===== config.mk =====
export PLATFORM = sky130hd
export DESIGN_NAME = issue_control
export DESIGN_NICKNAME = d
export VERILOG_FILES = /design/src/rtl/issue_pkg.sv /design/src/rtl/issue_slot_line.sv /design/src/rtl/issue_reg_tags.sv /design/src/rtl/issue_div_gap.sv /design/src/rtl/issue_control.sv
export SDC_FILE = /design/constraint.sdc
export NUM_CORES = 1
export LEC_CHECK = 0
export BUFFER_PORTS_ARGS = -buffer_cell sky130_fd_sc_hd__buf_2
export CAP_MARGIN = 20
export CORE_MARGIN = 5
export CORE_UTILIZATION = 45
export CTS_BUF_LIST = sky130_fd_sc_hd__clkbuf_4 sky130_fd_sc_hd__clkbuf_8
export DETAILED_ROUTE_END_ITERATION = 10
export GPL_ROUTABILITY_DRIVEN = 0
export GPL_TIMING_DRIVEN = 0
export PLACE_DENSITY = 0.61
export SYNTH_ARGS = -nofsm -noshare
export SYNTH_HDL_FRONTEND = slang
export SYNTH_SLANG_ARGS = --single-unit

===== constraint.sdc =====
create_clock -name clk -period 4.2 [get_ports clk]
set_input_delay 0.63 -clock clk [delete_from_list [all_inputs] [get_ports clk]]
set_output_delay 0.63 -clock clk [all_outputs]
set_load 0.02 [all_outputs]

===== src/rtl/issue_pkg.sv =====
package issue_pkg;
  typedef enum logic [1:0] {
    UNIT_INT = 2'd0,
    UNIT_ADD = 2'd1,
    UNIT_MUL = 2'd2,
    UNIT_DIV = 2'd3
  } unit_e;
endpackage


===== src/rtl/issue_slot_line.sv =====
// One entry per future cycle; entry 0 is the instruction arriving now.
module issue_slot_line #(
  parameter int DEPTH = 25,
  parameter int REG_W = 5,
  parameter int TAG_W = 6,
  localparam int IDX_W = $clog2(DEPTH)
) (
  input  logic             clk,
  input  logic             rst_n,
  input  logic             ins_en,
  input  logic [IDX_W-1:0] ins_idx,
  input  logic [REG_W-1:0] ins_dst,
  input  logic [TAG_W-1:0] ins_tag,
  output logic [DEPTH:0]   occ,
  output logic             head_v,
  output logic [REG_W-1:0] head_dst,
  output logic [TAG_W-1:0] head_tag
);
  logic             v_q   [DEPTH];
  logic             v_d   [DEPTH];
  logic [REG_W-1:0] dst_q [DEPTH];
  logic [REG_W-1:0] dst_d [DEPTH];
  logic [TAG_W-1:0] tag_q [DEPTH];
  logic [TAG_W-1:0] tag_d [DEPTH];

  always_comb begin
    for (int j = 0; j < DEPTH; j++) begin
      if (j < DEPTH - 1) begin
        v_d[j]   = v_q[j+1];
        dst_d[j] = dst_q[j+1];
        tag_d[j] = tag_q[j+1];
      end else begin
        v_d[j]   = 1'b0;
        dst_d[j] = dst_q[j];
        tag_d[j] = tag_q[j];
      end
    end
    if (ins_en) begin
      v_d[ins_idx]   = 1'b1;
      dst_d[ins_idx] = ins_dst;
      tag_d[ins_idx] = ins_tag;
    end
  end

  always_ff @(posedge clk or negedge rst_n) begin
    if (!rst_n) begin
      for (int j = 0; j < DEPTH; j++) v_q[j] <= 1'b0;
    end else begin
      for (int j = 0; j < DEPTH; j++) v_q[j] <= v_d[j];
    end
  end

  always_ff @(posedge clk) begin
    for (int j = 0; j < DEPTH; j++) begin
      dst_q[j] <= dst_d[j];
      tag_q[j] <= tag_d[j];
    end
  end

  always_comb begin
    occ[DEPTH] = 1'b0;
    for (int j = 0; j < DEPTH; j++) occ[j] = v_q[j];
  end

  assign head_v   = v_q[0];
  assign head_dst = dst_q[0];
  assign head_tag = tag_q[0];


  slot_free_chk: assert property (@(posedge clk) disable iff (!rst_n)
    ins_en |-> !occ[32'(ins_idx) + 1]);
endmodule


===== src/rtl/issue_reg_tags.sv =====
// Per-register latest-writer tag and pending flag.
module issue_reg_tags #(
  parameter int NREG  = 32,
  parameter int TAG_W = 6,
  localparam int REG_W = $clog2(NREG)
) (
  input  logic             clk,
  input  logic             rst_n,
  input  logic             set_en,
  input  logic [REG_W-1:0] set_reg,
  input  logic [TAG_W-1:0] set_tag,
  input  logic             head_v,
  input  logic [REG_W-1:0] head_dst,
  input  logic [TAG_W-1:0] head_tag,
  input  logic [REG_W-1:0] src_a,
  input  logic [REG_W-1:0] src_b,
  output logic             raw_a,
  output logic             raw_b,
  output logic             head_owner
);
  logic             pv_q [NREG];
  logic             pv_d [NREG];
  logic [TAG_W-1:0] pt_q [NREG];
  logic [TAG_W-1:0] pt_d [NREG];

  assign head_owner = head_v && pv_q[head_dst] && (pt_q[head_dst] == head_tag);
  assign raw_a = pv_q[src_a] &&
                 !(head_v && head_dst == src_a && head_tag == pt_q[src_a]);
  assign raw_b = pv_q[src_b] &&
                 !(head_v && head_dst == src_b && head_tag == pt_q[src_b]);

  always_comb begin
    for (int r = 0; r < NREG; r++) begin
      pv_d[r] = pv_q[r];
      pt_d[r] = pt_q[r];
    end
    if (head_owner) pv_d[head_dst] = 1'b0;
    if (set_en) begin
      pv_d[set_reg] = 1'b1;
      pt_d[set_reg] = set_tag;
    end
  end

  always_ff @(posedge clk or negedge rst_n) begin
    if (!rst_n) begin
      for (int r = 0; r < NREG; r++) pv_q[r] <= 1'b0;
    end else begin
      for (int r = 0; r < NREG; r++) pv_q[r] <= pv_d[r];
    end
  end

  always_ff @(posedge clk) begin
    for (int r = 0; r < NREG; r++) pt_q[r] <= pt_d[r];
  end


  tag_latest_chk: assert property (@(posedge clk) disable iff (!rst_n)
    set_en |=> (pv_q[$past(set_reg)] && pt_q[$past(set_reg)] == $past(set_tag)));

  raw_clear_chk: assert property (@(posedge clk) disable iff (!rst_n)
    set_en |-> (!raw_a && !raw_b));
endmodule


===== src/rtl/issue_div_gap.sv =====
// Busy window of a non-pipelined unit.
module issue_div_gap #(
  parameter int GAP = 25,
  localparam int CNT_W = $clog2(GAP)
) (
  input  logic clk,
  input  logic rst_n,
  input  logic start,
  output logic busy
);
  logic [CNT_W-1:0] cnt_q, cnt_d;

  always_comb begin
    cnt_d = cnt_q;
    if (start)               cnt_d = CNT_W'(GAP - 1);
    else if (cnt_q != '0)    cnt_d = cnt_q - CNT_W'(1);
  end

  always_ff @(posedge clk or negedge rst_n) begin
    if (!rst_n) cnt_q <= '0;
    else        cnt_q <= cnt_d;
  end

  assign busy = (cnt_q != '0);


  div_idle_chk: assert property (@(posedge clk) disable iff (!rst_n)
    start |-> (cnt_q == '0));
endmodule


===== src/rtl/issue_control.sv =====
module issue_control #(
  parameter int NREG    = 32,
  parameter int LAT_INT = 1,
  parameter int LAT_ADD = 4,
  parameter int LAT_MUL = 7,
  parameter int LAT_DIV = 25,
  localparam int REG_W  = $clog2(NREG),
  localparam int DEPTH  = LAT_DIV,
  localparam int TAG_W  = $clog2(DEPTH) + 1,
  localparam int IDX_W  = $clog2(DEPTH),
  localparam int LAT_W  = $clog2(DEPTH + 1)
) (
  input  logic             clk,
  input  logic             rst_n,
  input  logic             in_valid,
  input  logic [1:0]       in_unit,
  input  logic [REG_W-1:0] in_dst,
  input  logic [REG_W-1:0] in_src_a,
  input  logic [REG_W-1:0] in_src_b,
  output logic             issue_o,
  output logic             stall_o,
  output logic             wb_valid,
  output logic [REG_W-1:0] wb_dst,
  output logic             wb_write
);
  import issue_pkg::*;

  unit_e            unit;
  logic [LAT_W-1:0] lat;
  logic [DEPTH:0]   occ;
  logic             head_v, head_owner, raw_a, raw_b, div_busy, is_div, slot_hit;
  logic [REG_W-1:0] head_dst;
  logic [TAG_W-1:0] head_tag;
  logic [TAG_W-1:0] tag_q, tag_d;

  assign unit = unit_e'(in_unit);

  always_comb begin
    case (unit)
      UNIT_INT: lat = LAT_W'(LAT_INT);
      UNIT_ADD: lat = LAT_W'(LAT_ADD);
      UNIT_MUL: lat = LAT_W'(LAT_MUL);
      default:  lat = LAT_W'(LAT_DIV);
    endcase
  end

  assign is_div   = (unit == UNIT_DIV);
  assign slot_hit = occ[lat];
  assign stall_o  = in_valid && (raw_a || raw_b || (is_div && div_busy) || slot_hit);
  assign issue_o  = in_valid && !stall_o;

  always_comb begin
    tag_d = tag_q;
    if (issue_o) tag_d = tag_q + TAG_W'(1);
  end

  always_ff @(posedge clk or negedge rst_n) begin
    if (!rst_n) tag_q <= '0;
    else        tag_q <= tag_d;
  end

  issue_slot_line #(.DEPTH(DEPTH), .REG_W(REG_W), .TAG_W(TAG_W)) u_slots (
    .clk(clk), .rst_n(rst_n), .ins_en(issue_o),
    .ins_idx(IDX_W'(lat - LAT_W'(1))), .ins_dst(in_dst), .ins_tag(tag_q),
    .occ(occ), .head_v(head_v), .head_dst(head_dst), .head_tag(head_tag));

  issue_reg_tags #(.NREG(NREG), .TAG_W(TAG_W)) u_tags (
    .clk(clk), .rst_n(rst_n), .set_en(issue_o), .set_reg(in_dst), .set_tag(tag_q),
    .head_v(head_v), .head_dst(head_dst), .head_tag(head_tag),
    .src_a(in_src_a), .src_b(in_src_b), .raw_a(raw_a), .raw_b(raw_b),
    .head_owner(head_owner));

  issue_div_gap #(.GAP(LAT_DIV)) u_div (
    .clk(clk), .rst_n(rst_n), .start(issue_o && is_div), .busy(div_busy));

  assign wb_valid = head_v;
  assign wb_dst   = head_dst;
  assign wb_write = head_owner;


  wb_gate_chk: assert property (@(posedge clk) disable iff (!rst_n)
    wb_write |-> wb_valid);

  generate
    if (LAT_INT == 1) begin : g_int_lat

      int_lat_chk: assert property (@(posedge clk) disable iff (!rst_n)
        (issue_o && unit == UNIT_INT) |=> (wb_valid && wb_dst == $past(in_dst)));
    end
  endgenerate
endmodule


# Yosys cells after proc, flatten, opt, wreduce, memory -nomap -nowiden
# Memories as Yosys holds them, arrays and structs flattened.
# Index checks and enable logic that the tools add are counted.
[classes]
mux = 35
addsub = 3
bitwise_logic = 9
n_lt_le_gt_ge = 9
reduce_logical = 24
shifts = 0
eq_ne = 8
mul = 0
div_mod_pow = 0
[op_table]
columns = ["op", "count"]
rows = [
  ["$bwmux W192", 1],
  ["$mux W192", 1],
  ["$bwmux W150", 1],
  ["$mux W150", 1],
  ["$bwmux W125", 1],
  ["$mux W125", 1],
  ["$mux W32", 2],
  ["$demux W6 S5", 2],
  ["$and A32 B32 Y32", 1],
  ["$not A32 Y32", 1],
  ["$or A32 B32 Y32", 1],
  ["$ge A6 B6 Y1 const B", 5],
  ["$not A5 Y6", 5],
  ["$demux W5 S5", 1],
  ["$mux W25", 1],
  ["$or A25 B25 Y25", 1],
  ["$bmux W1 S5", 4],
  ["$eq A6 B6 Y1", 3],
  ["$lt A6 B1 Y1 const B", 3],
  ["$demux W1 S5", 3],
  ["$logic_and A1 B1 Y1", 15],
  ["$mux W5", 3],
  ["$pmux W5 S3", 1],
  ["$mux W6", 2],
  ["12 further kinds", 28],
]
[word_totals]
regBits = 68
latch_bits = 0
output_inout_bits = 9
romBits = 0
mem_bits_rw = 467
n_memories = 3
inputBits = 20
wordCells = 150
[mem_list]
columns = ["name", "words", "word_bits", "rd", "rd_ports_with_merged_regs", "write_ports", "line", "rtl"]
rows = [
  ["u_tags.pt_q", 32, 6, 35, 0, 32, "issue_reg_tags.sv:23", "logic [TAG_W-1:0] pt_q [NREG];"],
  ["u_slots.tag_q", 25, 6, 25, 0, 25, "issue_slot_line.sv:23", "logic [TAG_W-1:0] tag_q [DEPTH];"],
  ["u_slots.dst_q", 25, 5, 25, 0, 25, "issue_slot_line.sv:21", "logic [REG_W-1:0] dst_q [DEPTH];"],
]

# Depth between registers and ports, before layout
# An unclocked memory read counts as a cell.
[logic_depth]
depth_word = 14
depth_mapped = 16
ltp_nobuf = 10

# By module
# A second synthesis with hierarchy kept.
[unflattened]
cells_unflattened = 1799
area_unflattened_um2 = 24285.8
[by_module_without_submodules]
columns = ["mod", "area_each_um2", "cells_each", "n_inst", "seq_area_each_um2"]
rows = [
  ["issue_reg_tags", 13464.2, 1034, 1, 6566.3],
  ["issue_slot_line", 10040.9, 691, 1, 6241.0],
  ["issue_control", 520.5, 50, 1, 150.1],
  ["issue_div_gap", 260.2, 24, 1, 125.1],
]

# Worst setup path before layout
# Ideal clock, no wire load.
[synth_path]
path_kind = "input to register"
start = "in in_src_a[1]"
end = "mem u_tags.pt_q[10][0], enable pin"
required_ns = 3.823
setup_slack_ns = 0.121
setup_ns = 0.377
path_stages = 12
arrival_ns = 3.702
cell_sequence = "buf_6 buf_2 buf_2 mux4_2 mux4_2 a211oi_1 a31o_2 buf_4 nand2_2 buf_2 buf_2 nor3_1"
[synth_lines]
columns = ["element", "line", "rtl"]
rows = [
  ["start: declaration", "issue_control.sv:18", "input logic [REG_W-1:0] in_src_a,"],
  ["end: declaration", "issue_reg_tags.sv:23", ""],
]

# Final worst setup path
[layout_path]
start = "in in_src_b[0]"
end = "out issue_o"
[layout_via]
elab_chain_cells = 11
[layout_lines]
columns = ["element", "line", "rtl"]
rows = [
  ["start: declaration", "issue_control.sv:19", "input logic [REG_W-1:0] in_src_b,"],
  ["$mem_v2 Z32 W6 (tied with other cells)", "-", ""],
  ["$eq A6 B6 Y1 (tied with other cells)", "issue_reg_tags.sv:30", "!(head_v && head_dst == src_b && head_tag == pt_q[src_b]);"],
  ["$logic_and A1 B1 Y1 / $mux W1 (equally long branches)", "issue_reg_tags.sv:30, issue_reg_tags.sv:29", ""],
  ["$logic_not A1 Y1 / $mux W1 (equally long branches)", "issue_reg_tags.sv:30, issue_reg_tags.sv:29", ""],
  ["$logic_and A1 B1 Y1 (*)", "issue_reg_tags.sv:29", "assign raw_b = pv_q[src_b] &&"],
  ["$logic_or A1 B1 Y1 (*) (3 in series)", "issue_control.sv:49", "assign stall_o = in_valid && (raw_a || raw_b || (is_div && div_busy) || slot_hit);"],
  ["$logic_and A1 B1 Y1 (*)", "issue_control.sv:49", ""],
  ["$logic_not A1 Y1 (*)", "issue_control.sv:50", "assign issue_o = in_valid && !stall_o;"],
  ["$logic_and A1 B1 Y1 (*)", "issue_control.sv:50", ""],
  ["end: declaration", "issue_control.sv:20", "output logic issue_o,"],
]
# Mark *: on every way between the ends. The rest lies on a longest branch, timed or not. The select of a mux whose other input is x is not followed.

==> flow_summary.toml <==
[clock_network]
cts_made_buffers = 86
clockBufferDepth = 3
clk_pin_slew_ps = 70
clock_sinks = 535
clk_latency_ps = 670
h-tree-depth = 3
clock-root-buffer = "clkbuf_8"
cts_tree = "yes"

[worst_setup_path]
cp.arrival_ps = 3530
setup.worst_path.start_class = "input port"
cp_slowest_cell = "mux4_2"
cpLargestDelayFamily = "buffers and inverters"
required_ps = 3570
cp_cell_sequence = "buf_2 > buf_12 > mux4_2 > mux2_4 > o22ai_4 > nor2_2 > xnor2_2 > a31o_2 > o211a_1 > buf_6 > nand2_4 > buf_12 > buf_8 > inv_1 > buf_4"
critical_path_class = "in -> out"
reg2reg_slack_ps = 300
reg2regPathDepth = 12
path_common_cell = "buf_12"
critical_path.max_fanout = 10
end_kind = "output pin"
r2r_start = "u_tags.pt_q[2][3]"
cp_num_buf_inv = 7
critPathMaxStageDelay_ps = 520
reg2reg_to = "u_tags.pt_q[8][5]"

[run]
max-cap-violations = 0

[yosys]
yosysSeqAreaShare = 0.587
synth_seq_cells = 535
yosysTopAreaCell = "edfxtp_1"
synth_most_common_cell = "dfxtp_1"
synth-warning-count = 0
synthTopCellsByCount = "dfxtp_1, clkbuf_1, edfxtp_1, mux2i_1, mux4_2"
syn-num-nets = 1665
synth_edf_count = 203
syn-cell-area_um2 = 22300
syn_area_per_cell_um2 = 13.6
synth_cells = 1637
synth.distinct_cells = 61
async_flop_share = 0.127
ys_top_cells_by_area = "edfxtp_1, dfxtp_1, mux4_2"
synthFlopType = "dfxtp_1"
synth_top_area_frac = 0.274

[power]
ir_drop_mv = 0.328
seqPwrFrac = 0.515
power.density_nw_per_um2 = 406
p_switching_w = 0.00242
switching_share = 0.229
clockPowerShare = 0.424
power_leakage_nw = 9.85
internal_power_w = 0.00813
p_comb_frac = 0.061

[finish]
final_area_um2 = 26000
drive_gt1_frac = 0.284
instances_no_fill = 2530
areaGrowthSynthToFinish_pct = 16.8
num-fill-cells = 4177
post-route-util = 0.532
nNetsFinal = 1832

[timing]
fin_crit_sh = 0.991
hold_viol = 0
finalSetupViolCount = 0
slew_headroom = 0.268
fmax_ghz = 0.240
min_period_ps = 4160
finClkSkew_ps = 40.2
fin_worst_hold_slack_ps = 91.5
report.final.slew_viol_count = 0
tightest_slew_ps = 1090
setup-tns-final_ps = 0

[floorplanning]
dieArea_um2 = 54100
core_region_area_um2 = 49000
start_util = 0.455
die_h_um = 233
die_x_um = 233
io_pins = 29
rows = 81

[grt]
grt_overflow = 0
grt_pass1_wl_um = 95500
grt_max_degree = 69
use_met2 = 0.383
grtUsageMet3 = 0.0604
grt.busiest_layer = "met2"
met1_usage = 0.302
antenna_found_initial = 2
grt_usage = 0.239
grt_pass1_vias = 15200

[route]
vias = 14800
drc_errors = 0
drt_iter0_markers = 1742
viasPerCell = 5.87
ant_nets = 0
wl_per_cell_um = 25.6
wl_um = 64800
drtPass1Iterations = 5

[placed_design]
dpl.cell_count = 2341
place_area_um2 = 23400
dpl.hpwl_um = 45200
io_buffer_count = 24

[run_status]
status = "complete, no violations"

[hold_path]
hold_path.class = "in -> async"
[worst max path at each step]
stage / slack, ps / endpoint / from / cells after the start
after floorplan: 120 / u_tags.pt_q[10][0] / in_src_a[1] / 12
after global routing: -20 / wb_write / u_slots.dst_q[0][0] / 10
after global placement: -1880 / u_tags.pt_q[7][5] / in_src_b[2] / 14
after CTS: -50 / issue_o / u_tags.pt_q[2][3] / 13
after detailed placement: -1770 / u_tags.pt_q[9][2] / in_src_b[2] / 14
final: 40 / issue_o / in_src_b[0] / 15
[layout make-up]
class                   instances  area (um2)  share of cell area
diodes                          1        2.50           0.0000961
plain buffers                 300        1610              0.0618
clock buffers                 130        1590              0.0610
clock inverters                19         145             0.00558
inverters                      10        37.5             0.00144
multi-input cells             787        8120               0.312
flip-flops and latches        535       13100               0.503
well taps                     664         831              0.0319
repair buffers                 84         614              0.0236
[power groups by stage]
stage / Clock (W) / Sequential (W) / Combinational (W)
after CTS: 0.00458 / 0.00545 / 0.000583
after floorplan: 0 / 0.00555 / 0.000356
final: 0.00447 / 0.00544 / 0.000644
after global routing: 0.00484 / 0.00544 / 0.000676
after global placement: 0 / 0.00557 / 0.000526
after detailed placement: 0 / 0.00556 / 0.000546
[through the flow]
stage               power (W)  setup WS [ps]
floorplan             0.00590            121
global placement      0.00609          -1880
detailed placement    0.00611          -1770
CTS                    0.0106          -51.7
global route           0.0110          -23.2
finish                 0.0106           39.1
[flip-flops by register name, summed over array words and instances (netlist names)]
register and count:
u_slots.head_v 1, u_div.cnt_q 5, u_slots.tag_q 150, u_tags.pt_q 192, tag_q 6, u_slots.occ 24
u_tags.pv_q 32, u_slots.dst_q 125
[cell families (layout without fill, tap and decap cells)]
kind of cell	after synthesis	after routing	synth area share
DFF	535	535	0.587
muxes	337	337	0.217
buffers and inverters	315	543	0.0604
AOI/OAI and AO/OA	207	207	0.0649
and+or+nand+nor	202	202	0.0527
xor gates and xnor gates	33	33	0.0130
adders and majority gates	8	8	0.00449
other	0	1	0
[layer usage]
metal / share of wire / vias up
met1: 0.38 / 7442
met5: 0.00012 / -
met4: 0.053 / 2
met2: 0.47 / 868
li1: - / 6316
met3: 0.098 / 215
[placed cells by master, fill, tap and decap left out, types with 12 or more instances in the layout]
master / instances
mux2i_1: 128
a22oi_1: 80
nor2_1: 12
buf_2: 44
mux4_2: 108
clkbuf_4: 52
o31ai_1: 32
clkbuf_1: 215
o21ai_0: 35
mux2_1: 35
buf_6: 22
nand4_1: 14
clkbuf_8: 99
nand3_1: 25
buf_4: 44
nor3_1: 32
edfxtp_1: 203
dfxtp_1: 264
xor2_1: 24
a21oi_1: 23
nand2_1: 28
mux2_2: 59
dfrtp_1: 68
[repair_timing]
item                       4_1_cts  5_1_grt
setup endpoints to repair      293        3
hold buffers                     0        0
pin swaps                        8       15
resized for setup              114       68
buffers inserted                12       15
Note: power is estimated with default switching activity, not from simulation.
